`config.mk`:
```
export PLATFORM = sky130hd
export DESIGN_NAME = dither_pwm
export DESIGN_NICKNAME = d
export VERILOG_FILES = /design/src/rtl/dpw_pkg.sv /design/src/rtl/dpw_prescale.sv /design/src/rtl/dpw_sync_qual.sv /design/src/rtl/dpw_dither.sv /design/src/rtl/dither_pwm.sv
export SDC_FILE = /design/constraint.sdc
export NUM_CORES = 1
export LEC_CHECK = 0
export BUFFER_PORTS_ARGS = -buffer_cell sky130_fd_sc_hd__clkbuf_2
export CAP_MARGIN = 10
export CORE_UTILIZATION = 35
export CTS_CLUSTER_SIZE = 16
export DETAILED_ROUTE_END_ITERATION = 10
export GPL_TIMING_DRIVEN = 1
export MAX_ROUTING_LAYER = met4
export PLACE_DENSITY = 0.53
export SETUP_SLACK_MARGIN = 0.02
export SLEW_MARGIN = 15
export SYNTH_ARGS = -nofsm -noshare
export SYNTH_HDL_FRONTEND = slang
export SYNTH_SLANG_ARGS = --single-unit
```
`constraint.sdc`:
```
create_clock -name clk -period 6.7 [get_ports clk]
set_clock_uncertainty 0.15 [all_clocks]
set_input_delay 1.34 -clock clk [delete_from_list [all_inputs] [get_ports clk]]
set_output_delay 1.34 -clock clk [all_outputs]
set_load 0.1 [all_outputs]
```
`src/rtl/dpw_pkg.sv`:
```
package dpw_pkg;

    typedef enum logic [1:0] {
        SPD_FULL    = 2'b00,
        SPD_QUARTER = 2'b01,
        SPD_EIGHTH  = 2'b10,
        SPD_EIGHTHB = 2'b11
    } speed_e;

    localparam int unsigned DIV_FULL = 1;
    localparam int unsigned DIV_MID  = 4;
    localparam int unsigned DIV_SLOW = 8;

    // Clocks per counter step for a given speed code.
    function automatic int unsigned speed_div(input logic [1:0] code);
        case (speed_e'(code))
            SPD_FULL:    return DIV_FULL;
            SPD_QUARTER: return DIV_MID;
            default:     return DIV_SLOW;
        endcase
    endfunction

endpackage

```
`src/rtl/dpw_prescale.sv`:
```
module dpw_prescale
    import dpw_pkg::*;
#(
    parameter int PRE_W = 3
) (
    input  logic       clk,
    input  logic       rst_n,
    input  logic       load_i,
    input  logic [1:0] speed_i,
    output logic       tick_o
);

    typedef struct packed {
        logic [1:0]       spd;
        logic [PRE_W-1:0] pre;
    } pre_st_t;

    pre_st_t          st_d, st_q;
    logic [PRE_W-1:0] lim;

    always_comb begin
        st_d   = st_q;
        lim    = PRE_W'(speed_div(st_q.spd) - 1);
        tick_o = (st_q.pre >= lim);
        if (tick_o) begin
            st_d.pre = '0;
        end else begin
            st_d.pre = st_q.pre + PRE_W'(1);
        end
        // New speed code only takes effect from a frame start onward.
        if (load_i) begin
            st_d.spd = speed_i;
        end
    end

    always_ff @(posedge clk or negedge rst_n) begin
        if (!rst_n) begin
            st_q <= '0;
        end else begin
            st_q <= st_d;
        end
    end

endmodule

```
`src/rtl/dpw_sync_qual.sv`:
```
module dpw_sync_qual #(
    parameter int LOW_MIN = 3
) (
    input  logic clk,
    input  logic rst_n,
    input  logic tick_i,
    input  logic en_i,
    input  logic sync_i,
    output logic accept_o
);

    localparam int              LOW_W   = $clog2(LOW_MIN + 1);
    localparam logic [LOW_W-1:0] LOW_LIM = LOW_W'(LOW_MIN);

    typedef struct packed {
        logic             meta;
        logic             sync_s;
        logic [LOW_W-1:0] low;
    } sq_st_t;

    sq_st_t st_d, st_q;

    always_comb begin
        st_d        = st_q;
        st_d.meta   = sync_i;
        st_d.sync_s = st_q.meta;
        accept_o    = tick_i && en_i && st_q.sync_s && (st_q.low >= LOW_LIM);
        // The low-time count advances at the counter rate and saturates at the limit.
        if (tick_i) begin
            if (st_q.sync_s) begin
                st_d.low = '0;
            end else if (st_q.low != LOW_LIM) begin
                st_d.low = st_q.low + LOW_W'(1);
            end
        end
    end

    always_ff @(posedge clk or negedge rst_n) begin
        if (!rst_n) begin
            st_q <= '0;
        end else begin
            st_q <= st_d;
        end
    end

endmodule

```
`src/rtl/dpw_dither.sv`:
```
module dpw_dither #(
    parameter int FRAC_W = 6
) (
    input  logic [FRAC_W-1:0] frac_i,
    input  logic [FRAC_W-1:0] idx_i,
    input  logic              en_i,
    output logic              extra_o
);

    logic [FRAC_W-1:0] rev;

    for (genvar i = 0; i < FRAC_W; i++) begin : g_rev
        assign rev[i] = idx_i[FRAC_W-1-i];
    end

    // The bit-reversed index visits every value once per 2**FRAC_W frames,
    // so exactly frac_i frames in each window get the extra count.
    always_comb begin
        extra_o = en_i && (frac_i > rev);
    end

endmodule

```
`src/rtl/dither_pwm.sv`:
```
module dither_pwm
    import dpw_pkg::*;
#(
    parameter int CNT_W        = 9,
    parameter int FRAC_W       = 6,
    parameter int SYNC_LOW_MIN = 3
) (
    input  logic                    clk,
    input  logic                    rst_n,
    input  logic [CNT_W-1:0]        period_i,
    input  logic [CNT_W+FRAC_W-1:0] duty_i,
    input  logic [1:0]              speed_i,
    input  logic                    dither_en_i,
    input  logic                    sync_en_i,
    input  logic                    sync_i,
    output logic                    pwm_o,
    output logic                    frame_o
);

    localparam int PRE_W  = $clog2(DIV_SLOW);
    localparam int DUTY_W = CNT_W + FRAC_W;

    typedef struct packed {
        logic [CNT_W-1:0]  cnt;
        logic [CNT_W-1:0]  per;
        logic [CNT_W:0]    eff;
        logic [FRAC_W-1:0] idx;
        logic              pwm;
        logic              frame;
    } core_st_t;

    core_st_t st_d, st_q;
    logic     tick;
    logic     accept;
    logic     extra;
    logic     wrap;
    logic     start;

    dpw_prescale #(.PRE_W(PRE_W)) u_pre (
        .clk     (clk),
        .rst_n   (rst_n),
        .load_i  (start),
        .speed_i (speed_i),
        .tick_o  (tick)
    );

    dpw_sync_qual #(.LOW_MIN(SYNC_LOW_MIN)) u_sync (
        .clk      (clk),
        .rst_n    (rst_n),
        .tick_i   (tick),
        .en_i     (sync_en_i),
        .sync_i   (sync_i),
        .accept_o (accept)
    );

    dpw_dither #(.FRAC_W(FRAC_W)) u_dith (
        .frac_i  (duty_i[FRAC_W-1:0]),
        .idx_i   (st_q.idx),
        .en_i    (dither_en_i),
        .extra_o (extra)
    );

    always_comb begin
        st_d       = st_q;
        st_d.frame = 1'b0;
        wrap  = ({1'b0, st_q.cnt} + (CNT_W+1)'(1)) >= {1'b0, st_q.per};
        start = tick && (wrap || accept);
        if (tick) begin
            if (start) begin
                // Frame boundary: capture the settings for the whole next frame.
                st_d.cnt   = '0;
                st_d.per   = period_i;
                st_d.eff   = {1'b0, duty_i[DUTY_W-1:FRAC_W]} + (CNT_W+1)'(extra);
                st_d.idx   = st_q.idx + FRAC_W'(1);
                st_d.frame = 1'b1;
            end else begin
                st_d.cnt = st_q.cnt + CNT_W'(1);
            end
        end
        st_d.pwm = ({1'b0, st_d.cnt} < st_d.eff);
    end

    always_ff @(posedge clk or negedge rst_n) begin
        if (!rst_n) begin
            st_q <= '0;
        end else begin
            st_q <= st_d;
        end
    end

    assign pwm_o   = st_q.pwm;
    assign frame_o = st_q.frame;

endmodule

```
==> reports/results.tsv <==
stage	metric	value	unit
yosys	Yosys reg bits	45	
layout	share of cells above drive strength 1	0.1548	
pwr	worst vdd ir	0.09998	mV
critical_path	critical path type	reg2reg	
clocking	number of H-tree levels	2	
layout	Final nets	385	
critical_path	Crit. Startpoint	st_q[27]$_DFF_PN0_	
yosys	cells after synthesis	284	
global_route	first-pass GRT wire length	8.328	mm
clocking	Clock transition at path regs	90	ps
clocking	clk root buf	clkbuf_8	
clocking	clock latency on the worst-skew pair	300	ps
sta	final worst path period share	0.6318	
pwr	Power Dens Cells	350.9	nW/um^2
detailed_routing	wire length per cell	11.55	microns
clocking	CTS tree	built	
placement	Placed Area	2942	sq um
clocking	TritonCTS Buffers	5	
sta	RSZ-0062 raised after global routing	false	
global_route	GR Layer Usage met1	0.1729	
critical_path	Max FO, Critical Path	14	
critical_path	number of buffers and inverters on the critical path	1	
global_route	met2 Use GR	0.2339	
run_status	outcome	completed	
global_route	grt met3 use	0.03047	
yosys	top_reg_cell synth	dfrtp_1	
global_route	pin count of the biggest net entering global routing	46	
critical_path	Top delay family on crit path	compound AO/OA/AOI/OAI gates	
sta	Worst-Margin Slew	661.8	ps
yosys	Distinct cells, synth	35	
floorplan	row count	31	
layout	Layout area overhead	14.45	%
sta	min cycle time layout	4233	ps
critical_path	cell depth of the worst setup path	19	
detailed_routing	Remaining DRCs	0	
global_route	Total GRT Usage	0.1401	
critical_path	CP arrival	4310	ps
detailed_routing	TritonRoute pass-1 iters	4	
detailed_routing	via/cell ratio	4.692	
critical_path	CP cell instances	ha_1 > and3_1 > and3_1 > xor2_1 > ha_1 > a31o_2 > a41o_1 > a21oi_1 > a211oi_4 > nor2_1 > a21oi_1 > inv_1 > ha_1 > a21oi_1 > nor2b_1 > o21ai_0 > a21oi_1 > a211o_1 > o21ai_1	
critical_path	Worst Setup EP	pwm_o$_DFF_PN0_	
global_route	global route total overflow	0	
sta	relative slew slack	0.5574	
sta	Slew Viols, Final	0	
critical_path	R2R Setup Slk	2470	ps
sta	Worst Setup Slack, final	2467	ps
yosys	yosys warns	0	
job	MaxCap Viol Count	0	
yosys	Seq/Total Area, Yosys	0.4235	
clocking	CTS Hold Buffers Added	0	
critical_path	Worst path slowest cell	a211oi_4	
detailed_routing	vias	1980	
sta	Final Hold Fails	0	
detailed_routing	total wire length	4.875	mm
critical_path	WP data required	6780	ps
placement	HPWL Detailed	3.706	mm
yosys	ys async rst share	1.000	
critical_path	R2R Path Start	st_q[27]$_DFF_PN0_	
clocking	postcts setup bufs	0	
floorplan	Core ar.	7292	sq um
layout	Final Cell Area	3043	sq um
yosys	Synthesized Nets	347	
clocking	CTS sink count	45	
yosys	Post-synth EDFFs	0	
critical_path	cell mode on critical path	a21oi_1	
global_route	most crowded layer after global routing	met2	
global_route	initial antenna violation count	0	
critical_path	Reg-to-Reg End	pwm_o$_DFF_PN0_	
sta	fmax	0.2363	GHz
placement	IO Port Bufs	32	
detailed_routing	post-route antenna net violation count	0	
yosys	Mapped Area	2659	sq um
critical_path	Critical Path End Type	flop	
clocking	CTS max path bufs	2	
critical_path	CP startpoint kind	flop	
critical_path	max incr delay on CP	620	ps
sta	setup TNS	0	ps
clocking	Resized Gates After CTS	0	
yosys	syn avg cell area	9.362	sq um
hold_path	Tightest Hold Check Type	reg2reg	
layout	total inserted antenna cells	0	
floorplan	Die W	89.16	microns
critical_path	R2R depth	19	
placement	Place WS	2117	ps
placement	Final GP Congestion	0.8028	
floorplan	Starting Density	0.3646	
sta	final number of setup-violating endpoints	0	
detailed_routing	DRT iter0 DRCs	54	
pwr	Leak Pwr	1.553	nW
floorplan	area of the die	7950	sq um
floorplan	Die Y	89.16	microns
global_route	vias in the first global route	1892	
floorplan	# IOs	33	
==> metrics by stage <==
stage / instances / util / power (W) / hold slack [ps]
after global placement: 413 / 0.4034 / 0.0009024 / 185.9
after CTS: 421 / 0.4152 / 0.001083 / 217.4
after global routing: 422 / 0.4173 / 0.001172 / 230.4
after detailed placement: 413 / 0.4034 / 0.0009101 / 187.2
after floorplan: 284 / - / 0.0007816 / 181.2
final: 422 / 0.4173 / 0.001068 / 213.9
==> flip-flops by register name, summed over array words and instances, names as in the netlist <==
signal       count
st_q            34
u_pre.st_q       5
u_sync.st_q      3
frame_o          1
pwm_o            1
u_sync.st_d      1
==> routing by layer <==
metal  routed length, microns  vias up
li1                         -     1031
met1                     2418      926
met2                     2278       18
met3                      126        5
met4                       51        0
met5                        0        -
==> area by class of cell <==
class / instances / area (sq um)
clock buffers: 5 / 68.82
clock inverters: 3 / 17.52
fillers: 799 / 4249
inverters: 32 / 120.1
multi-input cells: 202 / 1389
flip-flops and latches: 45 / 1126
well taps: 99 / 123.9
repair buffers: 36 / 197.7
==> where the power goes <==
part / internal, W / switching [W] / total [W]
Combinational: 0.000218 / 0.000279 / 0.000496
Clock: 0.0000721 / 0.0000918 / 0.000164
Sequential: 0.000363 / 0.0000441 / 0.000407
Total: 0.000653 / 0.000415 / 0.00107
==> cell usage after synthesis (2+ instances only) <==
cell type | instances | area share
nand4_1 | 6 | 0.014
clkbuf_1 | 3 | 0.0042
dfrtp_1 | 45 | 0.42
mux2_2 | 3 | 0.013
inv_1 | 32 | 0.045
and3_1 | 3 | 0.0071
nor3_1 | 2 | 0.0038
nor2_1 | 15 | 0.021
xnor2_1 | 12 | 0.040
a21oi_1 | 18 | 0.034
nand2b_1 | 9 | 0.021
nand3_1 | 8 | 0.015
and4_1 | 2 | 0.0066
nor2b_1 | 2 | 0.0047
nand2_1 | 38 | 0.054
xor2_1 | 8 | 0.026
mux2i_1 | 2 | 0.0075
a211o_1 | 2 | 0.0066
o21ai_0 | 20 | 0.038
ha_1 | 32 | 0.15
and2_1 | 3 | 0.0071
a21o_1 | 6 | 0.017
==> placed cells by master, fill, tap and decap left out, types with 2 or more instances in the layout <==
cell / instances
and2_1: 3
mux2_2: 3
ha_1: 32
clkbuf_2: 32
buf_4: 3
and4_1: 2
clkbuf_8: 5
nand4_1: 6
xor2_1: 8
clkinv_2: 2
nor2b_1: 2
xnor2_1: 12
inv_1: 32
mux2i_1: 2
nand3_1: 8
a21oi_1: 18
o21ai_0: 20
and3_1: 3
a211o_1: 2
nor3_1: 2
nor2_1: 15
nand2b_1: 9
nand2_1: 38
a21o_1: 6
dfrtp_1: 45
==> cell families after synthesis <==
logic type      count (synthesis)  share of synthesized area
compound gates                 54                     0.1238
xor+xnor                       20                    0.06588
fa+ha+maj                      32                     0.1506
buf+inv                        37                    0.05412
flops                          45                     0.4235
mux                             5                    0.02023
simple gates                   91                     0.1619
==> worst min-delay path by stage <==
| stage | startpoint | endpoint | depth (start not counted) |
|---|---|---|---|
| floorplan | u_sync.st_d[2]$_DFF_PN0_ | u_sync.st_q[2]$_DFF_PN0_ | 0 |
| global placement | u_sync.st_d[2]$_DFF_PN0_ | u_sync.st_q[2]$_DFF_PN0_ | 0 |
| detailed placement | u_sync.st_d[2]$_DFF_PN0_ | u_sync.st_q[2]$_DFF_PN0_ | 0 |
| CTS | u_sync.st_d[2]$_DFF_PN0_ | u_sync.st_q[2]$_DFF_PN0_ | 0 |
| global route | u_sync.st_d[2]$_DFF_PN0_ | u_sync.st_q[2]$_DFF_PN0_ | 0 |
| finish | u_sync.st_d[2]$_DFF_PN0_ | u_sync.st_q[2]$_DFF_PN0_ | 0 |
Note: power is estimated with default switching activity, not from simulation.
